==> src/rtl/vscan_pkg.sv <==
package vscan_pkg;
  typedef struct packed {
    logic new_vline;
    logic frame_wrap;
    logic vis_hit;
  } line_evt_t;
endpackage

==> src/rtl/vscan_hcount.sv <==
module vscan_hcount #(
  parameter int H_TOTAL = 800
) (
  input  logic clk_i,
  input  logic rst_ni,
  input  logic pix_en_i,
  output logic line_end_o
);
  localparam int CW = (H_TOTAL > 1) ? $clog2(H_TOTAL) : 1;
  localparam logic [CW-1:0] H_LAST = CW'(H_TOTAL - 1);

  logic [CW-1:0] hcnt_q;

  assign line_end_o = pix_en_i && (hcnt_q == H_LAST);

  always_ff @(posedge clk_i or negedge rst_ni) begin
    if (!rst_ni) hcnt_q <= '0;
    else if (line_end_o) hcnt_q <= '0;
    else if (pix_en_i) hcnt_q <= hcnt_q + 1'b1;
  end
endmodule

==> src/rtl/vscan_vcount.sv <==
module vscan_vcount
  import vscan_pkg::*;
#(
  parameter int V_TOTAL = 525,
  parameter int VIS24   = 192,
  parameter int VIS30   = 240,
  parameter int LINE_W  = 8
) (
  input  logic              clk_i,
  input  logic              rst_ni,
  input  logic              line_end_i,
  input  logic              row30_i,
  output line_evt_t         evt_o,
  output logic [LINE_W-1:0] vline_o,
  output logic              sprite_pre_o
);
  localparam int PW = $clog2(V_TOTAL);
  localparam int RW = PW - 1;
  localparam logic [PW-1:0] P_LAST = PW'(V_TOTAL - 1);
  localparam logic [RW-1:0] R_VIS24 = RW'(VIS24);
  localparam logic [RW-1:0] R_VIS30 = RW'(VIS30);

  logic [PW-1:0]     phys_q, phys_nxt;
  logic [RW-1:0]     raw_cur, raw_nxt, r_vis;
  logic [LINE_W-1:0] vline_q, vline_nxt;
  logic              last_line;

  assign last_line = (phys_q == P_LAST);
  assign phys_nxt  = last_line ? '0 : phys_q + 1'b1;
  assign raw_nxt   = phys_nxt[PW-1:1];
  assign raw_cur   = phys_q[PW-1:1];
  assign r_vis     = row30_i ? R_VIS30 : R_VIS24;

  generate
    if (RW > LINE_W) begin : g_sat
      localparam logic [RW-1:0] R_MAX = RW'((1 << LINE_W) - 1);
      assign vline_nxt = (raw_nxt > R_MAX) ? {LINE_W{1'b1}} : raw_nxt[LINE_W-1:0];
    end else begin : g_nosat
      assign vline_nxt = LINE_W'(raw_nxt);
    end
  endgenerate

  assign evt_o.new_vline  = line_end_i && !phys_nxt[0];
  assign evt_o.frame_wrap = line_end_i && last_line;
  assign evt_o.vis_hit    = evt_o.new_vline && (raw_nxt == r_vis);

  // next virtual line is displayed: current raw below vis-1, or last line of frame
  assign sprite_pre_o = (raw_cur < (r_vis - 1'b1)) || last_line;
  assign vline_o      = vline_q;

  always_ff @(posedge clk_i or negedge rst_ni) begin
    if (!rst_ni) begin
      phys_q  <= '0;
      vline_q <= '0;
    end else if (line_end_i) begin
      phys_q <= phys_nxt;
      if (!phys_nxt[0]) vline_q <= vline_nxt;
    end
  end
endmodule

==> src/rtl/vscan_irq.sv <==
module vscan_irq
  import vscan_pkg::*;
(
  input  logic      clk_i,
  input  logic      rst_ni,
  input  line_evt_t evt_i,
  input  logic      hint_en_i,
  input  logic      vint_en_i,
  input  logic      status_rd_i,
  output logic      vint_flag_o,
  output logic      vint_irq_o,
  output logic      hint_o
);
  logic vint_q, hint_q;

  always_ff @(posedge clk_i or negedge rst_ni) begin
    if (!rst_ni) begin
      vint_q <= 1'b0;
      hint_q <= 1'b0;
    end else begin
      hint_q <= evt_i.new_vline && hint_en_i;
      if (evt_i.vis_hit) vint_q <= 1'b1;
      else if (evt_i.frame_wrap || status_rd_i) vint_q <= 1'b0;
    end
  end

  assign vint_flag_o = vint_q;
  assign vint_irq_o  = vint_q && vint_en_i;
  assign hint_o      = hint_q;
endmodule

==> src/rtl/vscan_line_doubler.sv <==
module vscan_line_doubler
  import vscan_pkg::*;
#(
  parameter int H_TOTAL = 800,
  parameter int V_TOTAL = 525,
  parameter int VIS24   = 192,
  parameter int VIS30   = 240,
  parameter int LINE_W  = 8
) (
  input  logic              clk_i,
  input  logic              rst_ni,
  input  logic              pix_en_i,
  input  logic              row30_i,
  input  logic              hint_en_i,
  input  logic              vint_en_i,
  input  logic              status_rd_i,
  output logic [LINE_W-1:0] line_o,
  output logic              vint_flag_o,
  output logic              vint_irq_o,
  output logic              hint_o,
  output logic              sprite_pre_o
);
  logic      line_end;
  line_evt_t evt;

  vscan_hcount #(.H_TOTAL(H_TOTAL)) u_hcount (
    .clk_i     (clk_i),
    .rst_ni    (rst_ni),
    .pix_en_i  (pix_en_i),
    .line_end_o(line_end)
  );

  vscan_vcount #(
    .V_TOTAL(V_TOTAL), .VIS24(VIS24), .VIS30(VIS30), .LINE_W(LINE_W)
  ) u_vcount (
    .clk_i       (clk_i),
    .rst_ni      (rst_ni),
    .line_end_i  (line_end),
    .row30_i     (row30_i),
    .evt_o       (evt),
    .vline_o     (line_o),
    .sprite_pre_o(sprite_pre_o)
  );

  vscan_irq u_irq (
    .clk_i      (clk_i),
    .rst_ni     (rst_ni),
    .evt_i      (evt),
    .hint_en_i  (hint_en_i),
    .vint_en_i  (vint_en_i),
    .status_rd_i(status_rd_i),
    .vint_flag_o(vint_flag_o),
    .vint_irq_o (vint_irq_o),
    .hint_o     (hint_o)
  );
endmodule

==> config.mk <==
export PLATFORM = sky130hd
export DESIGN_NAME = vscan_line_doubler
export DESIGN_NICKNAME = d
export VERILOG_FILES = /design/src/rtl/vscan_pkg.sv /design/src/rtl/vscan_hcount.sv /design/src/rtl/vscan_vcount.sv /design/src/rtl/vscan_irq.sv /design/src/rtl/vscan_line_doubler.sv
export SDC_FILE = /design/constraint.sdc
export NUM_CORES = 1
export LEC_CHECK = 0
export BUFFER_PORTS_ARGS = -buffer_cell sky130_fd_sc_hd__buf_2
export CELL_PAD_IN_SITES_DETAIL_PLACEMENT = 1
export CELL_PAD_IN_SITES_GLOBAL_PLACEMENT = 2
export CORE_ASPECT_RATIO = 1.4
export CORE_MARGIN = 2
export CORE_UTILIZATION = 38
export DETAILED_ROUTE_END_ITERATION = 7
export GPL_TIMING_DRIVEN = 0
export PLACE_DENSITY = 0.82
export SLEW_MARGIN = 5
export SYNTH_ARGS = -nofsm -noshare
export SYNTH_HDL_FRONTEND = slang
export SYNTH_HIERARCHICAL = 1
export SYNTH_SLANG_ARGS = --single-unit
==> constraint.sdc <==
create_clock -name clk_i -period 4.6 [get_ports clk_i]
set_clock_uncertainty 0.05 [all_clocks]
set_input_delay 0 -clock clk_i [delete_from_list [all_inputs] [get_ports clk_i]]
set_output_delay 0 -clock clk_i [all_outputs]
set_load 0.02 [all_outputs]
After elaboration in Yosys (flattened, before gate mapping)
Index checks and enable logic that the tools add are counted.

Flip-flop bits (word level): 30. Bits of input ports: 7. Output and inout port bits: 12. Word-level logic and storage cells: 33.

$add $sub $neg: 3. Magnitude comparators: 2. Eq/ne operators: 3. Muxes and demuxes: 7. Bitwise operators: 1. Reduce and logical (&&, ||, !) cells: 12.

Operators with widths (count): 10-bit two-way mux (3); 10-bit by 1-bit adder with 10-bit output (second input constant) (2); 10-bit equality test (second input constant) (2); 9-bit equality test (1); 9-bit by 8-bit greater-than comparator with 1-bit output (second input constant) (1); 9-bit less-than comparator (1); 9-bit by 1-bit subtractor with 9-bit output (second input constant) (1); 8-bit two-way mux (1); 1-bit logical AND (6); 6-bit two-way mux (1); 2-bit nonzero test (2); 1-bit logical OR (2); 1-bit two-way mux (2); 2-bit AND reduction (1); 1-bit logical NOT (1); 1-bit inverter (1).

Logic depth before layout (Yosys ltp)
Depth in word-level cells: 6. Gate-level depth with buffers: 8. Depth with buffers taken out: 8.

Modules after synthesis
The synthesis kept the hierarchy.

Modules (own cells, without submodules): vscan_vcount (instances 1, cells an instance 124, area each 1096.1 µm², seq. area each 450.4 µm²); vscan_hcount (instances 1, cells an instance 49, area each 496.7 µm², seq. area each 250.2 µm²); vscan_irq (instances 1, cells an instance 6, area each 73.8 µm², seq. area each 50.0 µm²).

Worst setup path after synthesis
OpenSTA, ideal clock, no wires.

Path type: register to register. Start: reg u_hcount.hcnt_q[0]. End: reg u_irq.vint_q, in the netlist u_irq/vint_flag_o. Library setup time: 64 ps. Arrival time: 2670 ps. Required time: 4486 ps. Slack: 1815 ps. Stages on the path, launching flop included: 9. Period minus slack after synthesis: 2785 ps. Path through: dfrtp_1 -> ha_1 -> nand4_1 -> nor4_1 -> nand2_1 -> nor2_1 -> or4b_1 -> a2111oi_2 -> a21o_1.

RTL lines: from (decl) (line vscan_hcount.sv:12) `logic [CW-1:0] hcnt_q;`; from (signal assigned) (line vscan_hcount.sv:19) `else if (pix_en_i) hcnt_q <= hcnt_q + 1'b1;`; to (signal assigned) (line vscan_irq.sv:18) `vint_q <= 1'b0;`; to (signal assigned) (line vscan_irq.sv:22) `if (evt_i.vis_hit) vint_q <= 1'b1;`; to (signal assigned) (line vscan_irq.sv:23) `else if (evt_i.frame_wrap || status_rd_i) vint_q <= 1'b0;`; to (decl) (line vscan_irq.sv:14) `logic vint_q, hint_q;`.

==> metrics.md <==
| Metric | Value |
|---|---|
| Relative slew margins | `0.174` |
| P&R area growth vs syn | `17.8%` |
| Largest net degree at the start of global routing | `31` |
| R2R Path Start | `u_hcount/hcnt_q[0]$_DFFE_PN0P_` |
| Post-route cell area | `between 1500 and 2000 um^2` |
| Inserted Clock Buffers | `5` |
| Distinct cell type count after synthesis | `39` |
| Average wire per standard cell | `around 16 um` |
| Most frequent cells in the layout | `dfrtp_1 (30), nand2_1 (26), buf_2 (21)` |
| GP Congestion | `0.803` |
| Syn Std Cell Area | `between 1500 and 2000 um^2` |
| CTS tree | `done` |
| Cells after DPL | `257` |
| Boundary Pins | `19` |
| Leakage | `about 0.92 nW` |
| Crit path required time | `about 4800 ps` |
| Period utilisation layout | `0.802` |
| Hold Crit Class | `in -> reg` |
| Final setup violating endpoints | `0` |
| Initial Util | `0.393` |
| Cells after Synth | `roughly 180` |
| Synthesized net count | `191` |
| Setup bufs post-CTS | `0` |
| Reg2Reg Setup Slack | `910 ps` |
| Largest family of logic cells by synthesized area | `simple AND/OR/NAND/NOR gates` |
| Hold Startpoint | `row30_i` |
| Synth Register Bits | `30` |
| Status | `finished clean` |
| Sequential area share after synthesis | `0.450` |
| Chip Height | `82.4 um` |
| Ant diodes | `0` |
| Drt total wl | `approximately 4.3 mm` |
| Final nets | `220` |
| Non-Filler Instances | `around 270` |
| Post-Synth XOR/XNOR Area | `0.0946` |
| WHS Path Cells | `4` |
| Drt via density | `5.31` |
| Clk buf depth | `2` |
| Setup TNS | `0 ps` |
| Fillers | `502` |
| Final Hold Vio Count | `0` |
| Worst skew pair latency | `280 ps` |
| Post-DRT Antenna Nets | `0` |
| Multiplexer share of the synthesized area | `0.0128` |
| Compound-Gate Fraction of Synth Area | `0.132` |
| Final Core Density | `0.463` |
| # rows | `28` |
| Critical path launch point type | `register` |
| Core area | `roughly 4200 um^2` |
| Grt ovf | `0` |
| Input/output buffers | `18` |
| DR DRC count | `0` |
| Die area | `4940 um^2` |
| First-pass GRT wire length | `7.29 mm` |
| Number of DRC markers in iteration 0 | `36` |
| F_max | `271 MHz` |
| Cell area power density | `between 300 and 400 nW/um^2` |
| Post-Synth Adder-Cell Area | `0.0375` |
| Period minus WS final | `~3700 ps` |
| Placed inst area | `1830 um^2` |
| CP Capture Type | `register` |
| VDD IR max | `~0.14 mV` |
| Drt pass-1 iters | `4` |
| Area occupied by registers | `751 um^2` |
| Multi-input logic area | `856 um^2` |
| Average instance area after synthesis | `9.31 um^2` |
| All-layer global routing usage | `0.200` |
| Worst-Margin Slew | `1230 ps` |
| RR Endpoint | `u_irq/vint_flag_o$_DFFE_PN0P_` |
| Commonest non-fill, non-tap cell in the layout | `dfrtp_1` |
| Crit path kind | `reg -> reg` |
| Worst-path fanout max | `7` |
| Antenna violations before repair | `0` |
| H-tree Lvls | `2` |
| Max Cap Viol | `0` |
| Share of cells above drive strength 1 | `0.177` |
| Clock root buffer | `clkbuf_8` |
| Final HPWL DP | `3.19 mm` |
| Final max-slew violation count | `0` |
| Vias | `1428` |
| RSZ-0062 raised after global routing | `no` |
| Worst Path Arrival | `3860 ps` |
| Die X | `about 60 um` |
| Clock Pin Slew Worst Setup and Hold Paths | `70 ps` |
| Hold worst-path end | `u_irq/vint_flag_o$_DFFE_PN0P_` |
| Reg2reg path depth | `8` |
| YS warnings | `6` |
| CTS sink count | `30` |
| Vias in the first global route | `between 1500 and 2000` |
| Cts repair resizes | `0` |
| Simple logic cell fraction of the synthesized area | `0.236` |
-- cell usage after synthesis --
library cell	instances	area share
a2111oi_2	1	0.0090
a211o_1	2	0.011
a21o_1	1	0.0045
a21oi_1	8	0.024
a22o_1	1	0.0053
a22oi_1	2	0.0090
and2_1	3	0.011
and4_1	1	0.0053
buf_2	3	0.0090
buf_4	1	0.0045
clkbuf_1	2	0.0045
dfrtp_1	30	0.45
ha_1	5	0.038
inv_1	8	0.018
mux2_2	1	0.0068
mux2i_1	1	0.0060
nand2_1	26	0.059
nand2b_1	2	0.0075
nand3_1	3	0.0090
nand4_1	6	0.023
nand4b_1	1	0.0053
nor2_1	17	0.038
nor3_1	6	0.018
nor4_1	2	0.0075
nor4_4	1	0.013
o211ai_1	1	0.0045
o21ai_0	12	0.036
o21ai_2	1	0.0053
o21bai_2	1	0.0068
o22ai_1	1	0.0038
o31ai_1	3	0.014
or2_2	1	0.0038
or3_1	3	0.011
or3b_4	1	0.0068
or4_1	1	0.0045
or4b_1	1	0.0060
or4b_4	1	0.0083
xnor2_1	10	0.053
xor2_1	8	0.042
-- sequential cells by signal, summed over array words and instances (netlist names) --
name / cells
u_hcount/hcnt_q: 10
u_irq/hint_o: 1
u_irq/vint_flag_o: 1
u_vcount/phys_q: 10
u_vcount/vline_o: 8
-- worst max path at each step --
stage | from | end | slack, ps | depth (start not counted)
6_report | u_hcount/hcnt_q[0]$_DFFE_PN0P_ | u_irq/vint_flag_o$_DFFE_PN0P_ | 910 | 8
5_1_grt | u_hcount/hcnt_q[0]$_DFFE_PN0P_ | u_irq/vint_flag_o$_DFFE_PN0P_ | 640 | 8
4_1_cts | u_hcount/hcnt_q[0]$_DFFE_PN0P_ | u_irq/vint_flag_o$_DFFE_PN0P_ | 920 | 8
3_5_place_dp | u_hcount/hcnt_q[0]$_DFFE_PN0P_ | u_irq/vint_flag_o$_DFFE_PN0P_ | 930 | 8
3_3_place_gp | u_hcount/hcnt_q[0]$_DFFE_PN0P_ | u_irq/vint_flag_o$_DFFE_PN0P_ | 1020 | 8
2_1_floorplan | u_hcount/hcnt_q[0]$_DFFE_PN0P_ | u_irq/vint_flag_o$_DFFE_PN0P_ | 1820 | 8
-- report_power, final --
| group | total (mW) | internal (mW) | leakage (nW) | switching, mW |
|---|---|---|---|---|
| clock network | 0.219 | 0.121 | 0.0482 | 0.0986 |
| registers | 0.323 | 0.294 | 0.397 | 0.0289 |
| logic | 0.0945 | 0.0373 | 0.472 | 0.0572 |
-- critical path, stage by stage (launching register included) --
cell and delay, ps:
dfrtp_1 390, ha_1 180, nand4_1 280, nor4_1 1110
nand2_1 390, nor2_1 380, or4b_1 480, a2111oi_2 250
a21o_1 120
-- stage by stage --
step                hold slack [ps]  setup WS [ps]  power (mW)
finish                          129            909       0.636
global route                    148            639       0.676
CTS                             130            920       0.646
detailed placement             37.6            929       0.420
global placement               32.3           1020       0.405
floorplan                      -346           1820       0.384
-- cells by family after synthesis --
logic type,after synthesis
and+or+nand+nor,76
AOI/OAI and AO/OA,34
DFF,30
xor gates and xnor gates,18
buffers and inverters,14
adders and majority gates,5
muxes,2
-- per-layer routing --
layer	vias to the layer above	global-route usage	wire, um
met1	717	0.213	1720
met4	0	0.0822	77
met2	20	0.371	2390
met5	-	0	0
met3	8	0.0436	101
li1	683	-	-
-- area by class of cell --
class                      count  area share
buffer                         6      0.0153
clock buffer                   7      0.0440
clock inverter                 1     0.00255
inverter                       8      0.0153
multi-input combinational    135       0.436
sequential                    30       0.382
tap                           60      0.0382
timing repair buffer          22      0.0663
-- what timing repair did --
action | 4_1_cts | 5_1_grt
hold buffers | 4 | 0
hold endpoints to repair | 34 | 0
setup endpoints to repair | 0 | 0
Note: power is estimated with default switching activity, not from simulation.
